==> src/rtl/fwa_pkg.sv <==
package fwa_pkg;

  typedef struct packed {
    logic wr_narrow;
    logic rd_narrow;
    logic little;
  } fwa_cfg_t;

endpackage

==> src/rtl/fwa_cfg_latch.sv <==
module fwa_cfg_latch
  import fwa_pkg::*;
(
  input  logic     clk,
  input  logic     mrst_n,
  input  fwa_cfg_t cfg_pins,
  output fwa_cfg_t cfg_q
);

  // Sampled on every edge while master reset is held, frozen afterwards.
  always_ff @(posedge clk) begin
    if (!mrst_n) cfg_q <= cfg_pins;
  end

  p_cfg_frozen_r6: assert property (@(posedge clk) disable iff (!mrst_n)
    $past(mrst_n) |-> $stable(cfg_q));

endmodule

==> src/rtl/fwa_packer.sv <==
module fwa_packer #(
  parameter int HALF_W = 9,
  localparam int FULL_W = 2 * HALF_W
) (
  input  logic              clk,
  input  logic              mrst_n,
  input  logic              prst_n,
  input  logic              narrow,
  input  logic              little,
  input  logic              in_valid,
  output logic              in_ready,
  input  logic [FULL_W-1:0] in_data,
  output logic              wvalid,
  input  logic              wready,
  output logic [FULL_W-1:0] wdata
);

  logic              half_q;
  logic [HALF_W-1:0] held_q;
  logic              take;

  always_comb begin
    if (!narrow) begin
      wvalid   = in_valid;
      in_ready = wready;
      wdata    = in_data;
    end else begin
      wvalid   = in_valid && half_q;
      in_ready = half_q ? wready : 1'b1;
      wdata    = little ? {in_data[HALF_W-1:0], held_q}
                        : {held_q, in_data[HALF_W-1:0]};
    end
  end

  assign take = in_valid && in_ready;

  always_ff @(posedge clk) begin
    if (!mrst_n || !prst_n) begin
      half_q <= 1'b0;
      held_q <= '0;
    end else if (narrow && take) begin
      if (!half_q) held_q <= in_data[HALF_W-1:0];
      half_q <= !half_q;
    end
  end

  p_half_only_narrow_r1: assert property (@(posedge clk) disable iff (!mrst_n || !prst_n)
    !narrow |-> !half_q);

  p_held_kept_r7: assert property (@(posedge clk) disable iff (!mrst_n || !prst_n)
    (half_q && !take) |=> (half_q && $stable(held_q)));

  p_half_after_take_r7: assert property (@(posedge clk) disable iff (!mrst_n || !prst_n)
    $rose(half_q) |-> $past(take));

endmodule

==> src/rtl/fwa_unpacker.sv <==
module fwa_unpacker #(
  parameter int HALF_W = 9,
  localparam int FULL_W = 2 * HALF_W
) (
  input  logic              clk,
  input  logic              mrst_n,
  input  logic              prst_n,
  input  logic              narrow,
  input  logic              little,
  input  logic              rvalid,
  output logic              rready,
  input  logic [FULL_W-1:0] rdata,
  output logic              out_valid,
  input  logic              out_ready,
  output logic [FULL_W-1:0] out_data
);

  logic              phase_q;
  logic [HALF_W-1:0] half_sel;

  // phase 0 offers the first item of the word; endian picks which half is first
  assign half_sel = (phase_q ^ little) ? rdata[HALF_W-1:0] : rdata[FULL_W-1:HALF_W];

  always_comb begin
    out_valid = rvalid;
    if (!narrow) begin
      rready   = out_ready;
      out_data = rdata;
    end else begin
      rready   = out_ready && phase_q;
      out_data = {{HALF_W{1'b0}}, half_sel};
    end
  end

  always_ff @(posedge clk) begin
    if (!mrst_n || !prst_n) phase_q <= 1'b0;
    else if (narrow && out_valid && out_ready) phase_q <= !phase_q;
  end

  p_pop_resets_phase_r8: assert property (@(posedge clk) disable iff (!mrst_n || !prst_n)
    (narrow && rvalid && rready) |=> !phase_q);

  p_phase_waits_r8: assert property (@(posedge clk) disable iff (!mrst_n || !prst_n)
    (phase_q && !(out_valid && out_ready)) |=> phase_q);

  p_upper_zero_r5: assert property (@(posedge clk) disable iff (!mrst_n || !prst_n)
    narrow |-> (out_data[FULL_W-1:HALF_W] == '0));

endmodule

==> src/rtl/fifo_width_adapter.sv <==
module fifo_width_adapter
  import fwa_pkg::*;
#(
  parameter int HALF_W = 9,
  localparam int FULL_W = 2 * HALF_W
) (
  input  logic              clk,
  input  logic              mrst_n,
  input  logic              prst_n,
  input  logic              cfg_wr_narrow,
  input  logic              cfg_rd_narrow,
  input  logic              cfg_little,
  input  logic              in_valid,
  output logic              in_ready,
  input  logic [FULL_W-1:0] in_data,
  output logic              st_wvalid,
  input  logic              st_wready,
  output logic [FULL_W-1:0] st_wdata,
  input  logic              st_rvalid,
  output logic              st_rready,
  input  logic [FULL_W-1:0] st_rdata,
  output logic              out_valid,
  input  logic              out_ready,
  output logic [FULL_W-1:0] out_data
);

  fwa_cfg_t cfg_pins;
  fwa_cfg_t cfg_q;

  assign cfg_pins = '{wr_narrow: cfg_wr_narrow, rd_narrow: cfg_rd_narrow, little: cfg_little};

  fwa_cfg_latch u_cfg (
    .clk      (clk),
    .mrst_n   (mrst_n),
    .cfg_pins (cfg_pins),
    .cfg_q    (cfg_q)
  );

  fwa_packer #(.HALF_W(HALF_W)) u_pack (
    .clk      (clk),
    .mrst_n   (mrst_n),
    .prst_n   (prst_n),
    .narrow   (cfg_q.wr_narrow),
    .little   (cfg_q.little),
    .in_valid (in_valid),
    .in_ready (in_ready),
    .in_data  (in_data),
    .wvalid   (st_wvalid),
    .wready   (st_wready),
    .wdata    (st_wdata)
  );

  fwa_unpacker #(.HALF_W(HALF_W)) u_unpack (
    .clk       (clk),
    .mrst_n    (mrst_n),
    .prst_n    (prst_n),
    .narrow    (cfg_q.rd_narrow),
    .little    (cfg_q.little),
    .rvalid    (st_rvalid),
    .rready    (st_rready),
    .rdata     (st_rdata),
    .out_valid (out_valid),
    .out_ready (out_ready),
    .out_data  (out_data)
  );

  p_out_follows_store_r10: assert property (@(posedge clk) disable iff (!mrst_n)
    out_valid == st_rvalid);

  p_pop_needs_ready_r10: assert property (@(posedge clk) disable iff (!mrst_n)
    st_rready |-> out_ready);

  p_commit_needs_input_r10: assert property (@(posedge clk) disable iff (!mrst_n)
    st_wvalid |-> in_valid);

endmodule

==> config.mk <==
export PLATFORM = sky130hd
export DESIGN_NAME = fifo_width_adapter
export DESIGN_NICKNAME = d
export VERILOG_FILES = /design/src/rtl/fwa_pkg.sv /design/src/rtl/fwa_cfg_latch.sv /design/src/rtl/fwa_packer.sv /design/src/rtl/fwa_unpacker.sv /design/src/rtl/fifo_width_adapter.sv
export SDC_FILE = /design/constraint.sdc
export NUM_CORES = 1
export LEC_CHECK = 0
export BUFFER_PORTS_ARGS = -buffer_cell sky130_fd_sc_hd__clkbuf_2
export CAP_MARGIN = 10
export CORE_MARGIN = 3
export CORE_UTILIZATION = 39
export CTS_BUF_LIST = sky130_fd_sc_hd__clkbuf_2 sky130_fd_sc_hd__clkbuf_4 sky130_fd_sc_hd__clkbuf_8
export CTS_CLUSTER_DIAMETER = 30
export DETAILED_ROUTE_END_ITERATION = 6
export PLACE_DENSITY = 0.87
export SYNTH_ARGS = -nofsm -noshare
export SYNTH_HDL_FRONTEND = slang
export SYNTH_SLANG_ARGS = --single-unit
export TNS_END_PERCENT = 100
==> constraint.sdc <==
create_clock -name clk -period 1.35 [get_ports clk]
set_input_delay 0.135 -clock clk [delete_from_list [all_inputs] [get_ports clk]]
set_output_delay 0.135 -clock clk [all_outputs]
set_load 0.02 [all_outputs]
* Yosys cells after proc, flatten, opt, wreduce, memory -nomap -nowiden
Index checks and enable logic that the tools add are counted.
** Storage, ports and cells
- Register bits :: 14
- Output and inout port bits :: 40
- Logic and storage cells :: 28
** Operators by class
- Multiplexer cells :: 8
- Bitwise logic cells :: 2
- Reductions and logical operators :: 12
** Operator list (number)
- 2-to-1 mux 18 bit :: 3
- 2-to-1 mux 9 bit :: 1
- logical AND 1 bit :: 6
- zero test 1 bit :: 4
- 2-to-1 mux 1 bit :: 4
- AND reduction 2 bit :: 1
- logical OR 1 bit :: 1
- NOT 1 bit :: 1
- bitwise XOR 1 bit :: 1

* Depth between registers and ports, before layout
Gate-level depths: netlist of run 1.
- Depth after elaboration :: 5
- Mapped depth :: 4
- Depth with buffers taken out :: 3

* Cells and area by module
From an unflattened synthesis of run 1, not the netlist that was laid out.
** Second synthesis, totals
- Cells, all modules :: 121
- Area, all modules :: 1134.8 µm²
** Modules (own cells, without submodules)
- fwa_packer :: times used 1, cells an instance 89, area an instance 759.5 µm²
- fwa_unpacker :: times used 1, cells an instance 28, area an instance 281.5 µm²
- fwa_cfg_latch :: times used 1, cells an instance 4, area an instance 93.8 µm²

* Worst setup path after synthesis of run 1
No wires, ideal clock.
- Path type :: register -> output
- Start point :: register u_cfg.cfg_q[1] (netlist name)
- End point :: output st_rready
- Arrival time :: 1140 ps
- Data required time :: 1215 ps
- Path slack :: 75 ps
- Cell stages (with the launch flop) :: 3
- Path buffers :: 1
- Cell sequence :: edfxtp_1 > clkbuf_1 > a21boi_0
** Between the ends
- Longest elaborated chain between the ends :: 1
** Ends and longest elaborated chain
- 2-to-1 mux 1 bit :: RTL line fwa_unpacker.sv:26 : if (!narrow) begin
- to (decl) :: RTL line fifo_width_adapter.sv:20 : output logic st_rready,
Every way passes these cells.

* Worst setup path after layout of run 1
- Start point :: register u_cfg.cfg_q[0] (netlist name)
- End point :: output out_data[1]
** Between the ends
- Longest elaborated chain between the ends :: 3
** Ends and longest elaborated chain
- bitwise XOR 1 bit :: RTL line fwa_unpacker.sv:22 : assign half_sel = (phase_q ^ little) ? rdata[HALF_W-1:0] : rdata[FULL_W-1:HALF_W];
- 2-to-1 mux 9 bit :: RTL line fwa_unpacker.sv:22
- 2-to-1 mux 18 bit :: RTL line fwa_unpacker.sv:26
- to (decl) :: RTL line fifo_width_adapter.sv:24 : output logic [FULL_W-1:0] out_data
Every way passes these cells.

==> impl_metrics.tcl, run 1 <==
set metrics [dict create \
    routedWlPerCell_um 14.4 \
    dr_total_vias 1202 \
    worst_pin_slew_ns 0.394 \
    insertion_delay_ns 0.27 \
    drc 0 \
    hold_buffers 0 \
    syn_nets 156 \
    layout_worst_path_cycle_share_pct 124 \
    power_density_nw_per_um2 789 \
    required_ns 1.22 \
    yosysTopAreaCell "dfxtp_1" \
    ir_drop_mv 0.604 \
    grt_overflow 0 \
    reg2regPathDepth 6 \
    async_flop_share_pct 0 \
    ys_types 22 \
    tritoncts "yes" \
    start_util_pct 43.2 \
    run_status "finished, violations left" \
    drt-total-wl_mm 3.35 \
    place_ws_ns -0.0742 \
    max_freq_ghz 0.596 \
    num-nets-final 251 \
    synth-xor-area-share_pct 1.73 \
    synth-seq-cells 14 \
    synth_top_family_by_area "multiplexers" \
    slew-limit-headroom_pct 73.7 \
    synthSimpleGateAreaFrac_pct 18.7 \
    syn_inst 110 \
    period_needed_ns 1.68 \
    synth.top_cell.area_share_pct 21.8 \
    yosys_warnings 0 \
    antenna_left 0 \
    drtIter0Drc 22 \
    antenna_found_initial 0 \
    grt_max_degree 19 \
    fp.dieH_um 56.9 \
    htreeDepth 1 \
    vias_per_cell 5.18 \
    cap_violations 0 \
    r2r_end "u_pack.held_q[7]" \
    gp_congestion 0.786 \
    cp_max_fo 5 \
    die_area_um2 3240 \
    ff2ff_setup_slack_ns -0.05 \
    io_buffers 85 \
    root_buffer "clkbuf_4" \
    whs_path_depth 1 \
    drive_above_1_share_pct 61.8 \
    grt_pass1_vias 1225 \
    synth_ff_type "dfxtp_1" \
    holdWs_ns 0.0426 \
    seq_area_frac_synth_pct 30.7 \
    end_kind "output port" \
    violations "setup timing" \
    avgSynthCellArea_um2 9.19 \
    cts.sinks 14 \
    grt_use_total_pct 19.4 \
    io-pin-count 86 \
    fp.dieW_um 56.9 \
    hold_viol 0 \
    cts_buffers 3 \
    min-delay-start "cfg_wr_narrow" \
    p_leak_nw 0.954 \
    worst_slack_ns -0.329 \
    core-area_um2 2340 \
    drtPass1Iterations 4 \
    diodes 0 \
    worstPathArrival_ns 1.54 \
    holdPathEnd "u_cfg.cfg_q[2]" \
    yosys-top-cells-area "dfxtp_1, mux2_2, mux2i_1" \
    grt_pass1_wl_mm 5.11 \
    synth_compound_area_share_pct 5.69 \
    synth_edf_count 3 \
    num_rows 17 \
    synthesis.area_um2 1010 \
    rr_startpoint "u_cfg.cfg_q[2]" \
    synthMuxAreaShare_pct 37.9 \
    hpwl_mm 2.33 \
    rsz0062_at_grt "true" \
    drv_slew 0 \
    synth_adder_area_share_pct 0 \
    utilization_pct 77.4 \
    finClkSkew_ns 0.00324 \
    finalSetupViolations 36 \
    clkSlewWorstSetupHoldPaths_ns 0.08 \
    area.growth.synth_to_final_pct 79.1 \
    critPathKind "register to output port" \
    critPathLaunchType "register" \
    hold_path.class "input pin to register" \
    cts_buffer_depth 2 \
]
==> logic make-up (layout without fill, tap and decap cells) <==
kind of cell	after synthesis	count (layout)
XOR/XNOR	2	2
AND/OR/NAND/NOR	38	40
AO/OA/AOI/OAI	11	11
buffers and inverters	9	101
multiplexers	36	36
flip-flops	14	14
==> synth_stat cells (2+ instances only) <==
library cell / number
nor2_1: 19
mux2_2: 18
mux2i_1: 18
dfxtp_1: 11
a21oi_1: 10
nor2b_1: 9
buf_4: 3
edfxtp_1: 3
clkbuf_1: 2
inv_1: 2
nand2_2: 2
nand2b_1: 2
xnor2_1: 2
==> metal layers <==
layer	wire [um]	track usage, %
met4	10	2.98
met2	1680	38.0
met5	0	0
met3	418	7.13
met1	1240	19.6
==> flip-flops by register name, summed over array words and instances (netlist names) <==
register and count:
u_pack.held_q 9, u_cfg.cfg_q 3, u_pack.half_q 1, u_unpack.phase_q 1
==> final cells by class <==
cell class / instances / area (um2)
tap: 28 / 35.0
clock inverter: 1 / 3.75
clock buffer: 3 / 22.5
timing repair buffer: 95 / 674
sequential: 14 / 310
multi-input combinational: 89 / 757
fill: 186 / 529
inverter: 2 / 7.51
==> worst max-delay path by stage <==
stage | endpoint | startpoint | slack, ns | cells after the start
after floorplan | st_rready | u_cfg.cfg_q[1] | 0.07 | 2
after global placement | st_wdata[4] | u_cfg.cfg_q[0] | -0.04 | 4
after detailed placement | st_wdata[7] | u_cfg.cfg_q[0] | -0.07 | 4
after CTS | out_data[1] | u_cfg.cfg_q[0] | -0.32 | 4
after global routing | out_data[4] | u_cfg.cfg_q[0] | -0.39 | 4
final | out_data[1] | u_cfg.cfg_q[0] | -0.33 | 4
==> repair_timing <==
action | in CTS | in global routing
hold endpoints to repair | 0 | 0
buffers inserted | 3 | 0
setup endpoints to repair | 29 | 48
pin swaps | 13 | 2
cloned | 2 | 1
gates resized for setup | 51 | 50
==> where the power goes <==
group	switching, mW	total (mW)	leakage, nW	internal [mW]
Combinational	0.360	0.729	0.820	0.369
Clock	0.134	0.241	0.0154	0.107
Sequential	0.0153	0.459	0.119	0.444
Total	0.509	1.43	0.954	0.920
==> worst max-delay path, cell delays in order (launching register included) <==
cell	delay, ns
edfxtp_1	0.45
xnor2_2	0.18
nand2_2	0.13
mux2_2	0.35
buf_2	0.16
==> layout by cell type, fill, tap and decap left out, drive strengths merged <==
master	count
and4	1
nand2	5
nand3	1
buf	42
and2	1
clkbuf	56
a21boi	1
nor2b	9
xnor2	2
mux2i	18
nand2b	2
edfxtp	3
nor2	19
dfxtp	11
a21oi	10
mux2	18
inv	2
nor3	1
clkinv	1
nand3b	1
==> through the flow <==
step	instances	instance area, um2	setup TNS [ns]	power [mW]
after global routing	232	1810	-10.25	1.49
after detailed placement	222	1470	-0.954	1.02
after global placement	222	1470	-0.413	1.01
after CTS	231	1740	-7.18	1.37
after floorplan	110	1010	0	0.815
final	232	1810	-7.44	1.43
Power figures use the tool's default switching activity.
==> run 2, diff against run 1 <==
--- a/config.mk
+++ b/config.mk
@@ -12,6 +12,7 @@
 export CTS_BUF_LIST = sky130_fd_sc_hd__clkbuf_2 sky130_fd_sc_hd__clkbuf_4 sky130_fd_sc_hd__clkbuf_8
 export CTS_CLUSTER_DIAMETER = 30
 export DETAILED_ROUTE_END_ITERATION = 6
+export MAX_ROUTING_LAYER = met4
 export PLACE_DENSITY = 0.87
 export SYNTH_ARGS = -nofsm -noshare
 export SYNTH_HDL_FRONTEND = slang
==> impl_metrics.tcl, run 2 (same netlist as run 1, synthesis figures left out) <==
set metrics [dict create \
    diodes 0 \
    place_ws_ns -0.0742 \
    drc 0 \
    antenna_found_initial 0 \
    cts_buffers 3 \
    area.growth.synth_to_final_pct 79.1 \
    num_rows 17 \
    die_area_um2 3240 \
    p_total_mw 1.43 \
    required_ns 1.22 \
    reg.largest.list "u_pack.held_q: 9 flops, u_cfg.cfg_q: 3 flops" \
    grt_util_met3_pct 6.90 \
    rsz0062_at_grt "true" \
    tritoncts "yes" \
    dpl-instance-area_um2 1470 \
    cts.sinks 14 \
    core-area_um2 2340 \
    drive_above_1_share_pct 61.8 \
    worst_pin_slew_ns 0.394 \
    routedWlPerCell_um 14.4 \
    clkSlewWorstSetupHoldPaths_ns 0.08 \
    final_cells 232 \
    run_status "finished, violations left" \
    critPathLaunchType "register" \
    fp.dieW_um 56.9 \
    violations "setup timing" \
    period_needed_ns 1.68 \
    place_inst 222 \
    power_density_nw_per_um2 789 \
    p_leak_nw 0.954 \
    io_buffers 85 \
    antenna_left 0 \
    hold_viol 0 \
    num-nets-final 251 \
    htreeDepth 1 \
    grt_pass1_wl_mm 5.11 \
    worstPathArrival_ns 1.54 \
    grt_max_degree 19 \
    grt_pass1_vias 1225 \
    finClkSkew_ns 0.00324 \
    largest_reg_flops 9 \
    io-pin-count 86 \
    hold_buffers 0 \
    grt_overflow 0 \
    drtPass1Iterations 4 \
    finalInstanceArea_um2 1810 \
    fp.dieH_um 56.9 \
    dr_total_vias 1198 \
    layout_commonest_cell "clkbuf_2" \
    grt_use_total_pct 20.0 \
    cp_max_fo 5 \
    slew-limit-headroom_pct 73.7 \
    ir_drop_mv 0.604 \
    hpwl_mm 2.33 \
    grt_busiest_layer "met2" \
    critPathKind "register to output port" \
    regMostFlops "u_pack.held_q" \
    worst_slack_ns -0.329 \
    cts_buffer_depth 2 \
    fin_setup_tns_ns -7.43 \
    drt-total-wl_mm 3.35 \
    utilization_pct 77.4 \
    insertion_delay_ns 0.27 \
    met2_usage_pct 38.0 \
    finalSetupViolations 36 \
    cap_violations 0 \
    drtIter0Drc 22 \
    start_util_pct 43.2 \
    max_freq_ghz 0.596 \
    hold_path.class "input pin to register" \
    layout_worst_path_cycle_share_pct 124 \
    final_cell_mix "clkbuf_2, nor2_1, mux2i_1, buf_4, dfxtp_1" \
    gp_congestion 0.797 \
    root_buffer "clkbuf_4" \
    drv_slew 0 \
    vias_per_cell 5.16 \
    holdWs_ns 0.0426 \
    end_kind "output port" \
    grtUsageMet1_pct 19.7 \
]
[run 2: timing repair]
item / CTS / global route
setup endpoints to repair: 29 / 48
gates cloned: 2 / 1
pin swaps: 13 / 2
setup buffers: 3 / 0
gates resized for setup: 51 / 50
[run 2: area by class of cell]
type                    instances  area [um2]
well taps                      28        35.0
clock inverters                 1        3.75
multi-input cells              89         757
fillers                       186         529
repair buffers                 95         674
flip-flops and latches         14         310
inverters                       2        7.51
clock buffers                   3        22.5
[run 2: worst paths after layout]
path / depth (start not counted) / slack, ns / startpoint / end
worst max-delay path: 4 / -0.33 / u_cfg.cfg_q[0] / out_data[1]
worst max register to register: 6 / -0.05 / u_cfg.cfg_q[2] / u_pack.held_q[7]
worst min-delay path: 1 / 0.04 / cfg_wr_narrow / u_cfg.cfg_q[2]
worst min register to register: 2 / 0.53 / u_pack.half_q / u_pack.half_q
[run 2: critical path, cell delays in order (launching register included)]
cell      delay [ns]
edfxtp_1        0.45
xnor2_2         0.18
nand2_2         0.13
mux2_2          0.35
buf_2           0.16
[run 2: routing by layer]
metal	vias up	share of wire (%)
li1	570	-
met1	557	37
met2	69	50
met3	2	12
met4	0	0.30
met5	-	0
[run 2: power by group]
part | leakage [nW] | internal [mW] | switching, mW
clock network | 0.0154 | 0.107 | 0.134
logic | 0.820 | 0.369 | 0.360
registers | 0.119 | 0.444 | 0.0153
==> run 3, diff against run 2 <==
--- a/config.mk
+++ b/config.mk
@@ -5,15 +5,15 @@
 export SDC_FILE = /design/constraint.sdc
 export NUM_CORES = 1
 export LEC_CHECK = 0
-export BUFFER_PORTS_ARGS = -buffer_cell sky130_fd_sc_hd__clkbuf_2
 export CAP_MARGIN = 10
 export CORE_MARGIN = 3
-export CORE_UTILIZATION = 39
+export CORE_UTILIZATION = 50
 export CTS_BUF_LIST = sky130_fd_sc_hd__clkbuf_2 sky130_fd_sc_hd__clkbuf_4 sky130_fd_sc_hd__clkbuf_8
 export CTS_CLUSTER_DIAMETER = 30
 export DETAILED_ROUTE_END_ITERATION = 6
+export DONT_BUFFER_PORTS = 1
 export MAX_ROUTING_LAYER = met4
-export PLACE_DENSITY = 0.87
+export PLACE_DENSITY = 0.7
 export SYNTH_ARGS = -nofsm -noshare
 export SYNTH_HDL_FRONTEND = slang
 export SYNTH_SLANG_ARGS = --single-unit
==> impl_metrics.tcl, run 3 (same netlist as run 1, synthesis figures left out) <==
set metrics [dict create \
    io_buffers 0 \
    cts_buffers 3 \
    period_needed_ns 1.59 \
    vias_per_cell 5.66 \
    start_util_pct 55.5 \
    required_ns 1.22 \
    crit_buf_inv 0 \
    finalInstanceArea_um2 1420 \
    grt_max_degree 12 \
    cts.sinks 14 \
    ir_drop_mv 0.833 \
    hpwl_mm 1.89 \
    die_area_um2 2600 \
    grt_pass1_wl_mm 4.04 \
    worst_slack_ns -0.245 \
    clockPowerShare_pct 22.8 \
    drtPass1Iterations 4 \
    layout_commonest_cell "nor2_1" \
    power_density_nw_per_um2 925 \
    cp_max_fo 4 \
    cpPeakStageDelay_ns 0.44 \
    grt_pass1_vias 940 \
    run_status "finished, violations left" \
    drt-total-wl_mm 2.87 \
    critPathLaunchType "register" \
    hold_path.class "input pin to register" \
    fp.dieH_um 51.0 \
    seq_power_share_pct 35.3 \
    final_cell_mix "nor2_1, mux2i_1, mux2_4, buf_4, dfxtp_1" \
    fin_setup_tns_ns -5.47 \
    place_inst 143 \
    drtIter0Drc 7 \
    worst_pin_slew_ns 0.392 \
    critPathKind "register to output port" \
    diodes 0 \
    num_rows 15 \
    cts_buffer_depth 2 \
    p_sw_share_pct 34.7 \
    root_buffer "clkbuf_4" \
    fillers 127 \
    p_int_mw 0.857 \
    fp.dieW_um 51.0 \
    slew-limit-headroom_pct 73.8 \
    tritoncts "yes" \
    drc 0 \
    end_kind "output port" \
    cp_top_family "flip-flops" \
    dpl-instance-area_um2 1120 \
    antenna_left 0 \
    finClkSkew_ns 0.00713 \
    finalSetupViolations 29 \
    multiInputGateArea_um2 808 \
    rsz0062_at_grt "true" \
    io-pin-count 86 \
    place_ws_ns 0.0200 \
    insertion_delay_ns 0.28 \
    drive_above_1_share_pct 43.9 \
    core-area_um2 1820 \
    worstPathArrival_ns 1.46 \
    path_cells "xnor2_2, nand2_2, mux2_2" \
    regMostFlops "u_pack.held_q" \
    p_leak_nw 0.683 \
    violations "setup timing" \
    antenna_found_initial 0 \
    ff_latch_area_um2 310 \
    cap_violations 0 \
    grt_overflow 0 \
    cp_slowest_cell "edfxtp_1" \
    num-nets-final 179 \
    grt_use_total_pct 21.0 \
    reg.largest.list "u_pack.held_q: 9 flops, u_cfg.cfg_q: 3 flops" \
    drv_slew 0 \
    final_cells 157 \
    switchingPower_mw 0.455 \
    hold_viol 0 \
    htreeDepth 1 \
    gp_congestion 0.715 \
    max_freq_ghz 0.627 \
    pwr-share-comb_pct 41.9 \
    area.growth.synth_to_final_pct 40.3 \
    routedWlPerCell_um 18.2 \
    clkSlewWorstSetupHoldPaths_ns 0.08 \
    layout_worst_path_cycle_share_pct 118 \
    dr_total_vias 888 \
    largest_reg_flops 9 \
]
[run 3: changes by cell type in the layout (fill, tap and decap cells not counted), moves of 4 or more]
| cell | previous run | this run |
|---|---|---|
| dlygate4sd3_1 | 0 | 5 |
| clkbuf_2 | 52 | 0 |
| nor2b_1 | 9 | 0 |
| buf_2 | 7 | 1 |
| buf_6 | 9 | 4 |
| buf_4 | 16 | 12 |
| buf_8 | 10 | 1 |
| nor2b_4 | 0 | 9 |
[run 3: area by class of cell]
class | instances | share of cell area, %
timing repair buffer | 24 | 15.9
sequential | 14 | 21.9
tap | 25 | 2.20
inverter | 2 | 0.529
multi-input combinational | 88 | 57.0
clock buffer | 4 | 2.56
[run 3: final timing paths]
kind / start / to / slack, ns / cells past startpoint
min reg2reg: u_pack.half_q / u_pack.half_q / 0.54 / 2
max reg2reg: u_cfg.cfg_q[2] / u_pack.held_q[4] / 0.07 / 4
min: in_data[1] / u_pack.held_q[1] / 0.009 / 2
max: u_cfg.cfg_q[0] / out_data[2] / -0.24 / 3
[run 3: layer usage]
| layer | vias up | wire length (um) | GRT usage (%) |
|---|---|---|---|
| met2 | 54 | 1500 | 38.8 |
| met3 | 4 | 241 | 3.50 |
| li1 | 427 | - | - |
| met4 | 0 | 35 | 8.52 |
| met1 | 403 | 1090 | 21.7 |
| met5 | - | 0 | - |
[run 3: through the flow]
stage | utilization (%) | hold slack, ns | total power, mW
after global placement | 61.6 | 0.234 | 0.896
final | 77.9 | 0.00950 | 1.31
after CTS | 72.0 | 0.000888 | 1.27
after floorplan | - | 0.234 | 0.815
after detailed placement | 61.6 | 0.234 | 0.902
after global routing | 77.9 | 0.00476 | 1.38
[run 3: power groups by stage]
| stage | sequential (mW) | combinational (mW) | clock (mW) |
|---|---|---|---|
| floorplan | 0.464 | 0.351 | 0 |
| CTS | 0.462 | 0.502 | 0.309 |
| finish | 0.464 | 0.549 | 0.299 |
| global placement | 0.464 | 0.432 | 0 |
| global route | 0.466 | 0.579 | 0.337 |
| detailed placement | 0.465 | 0.437 | 0 |
[run 3: what timing repair did]
action,in CTS,in global routing
endpoints found under the setup margin,39,39
gates resized for setup,26,23
gates cloned,2,1
pin swaps,10,4
setup buffers,2,0
hold buffers,4,1
hold endpoints to repair,4,1
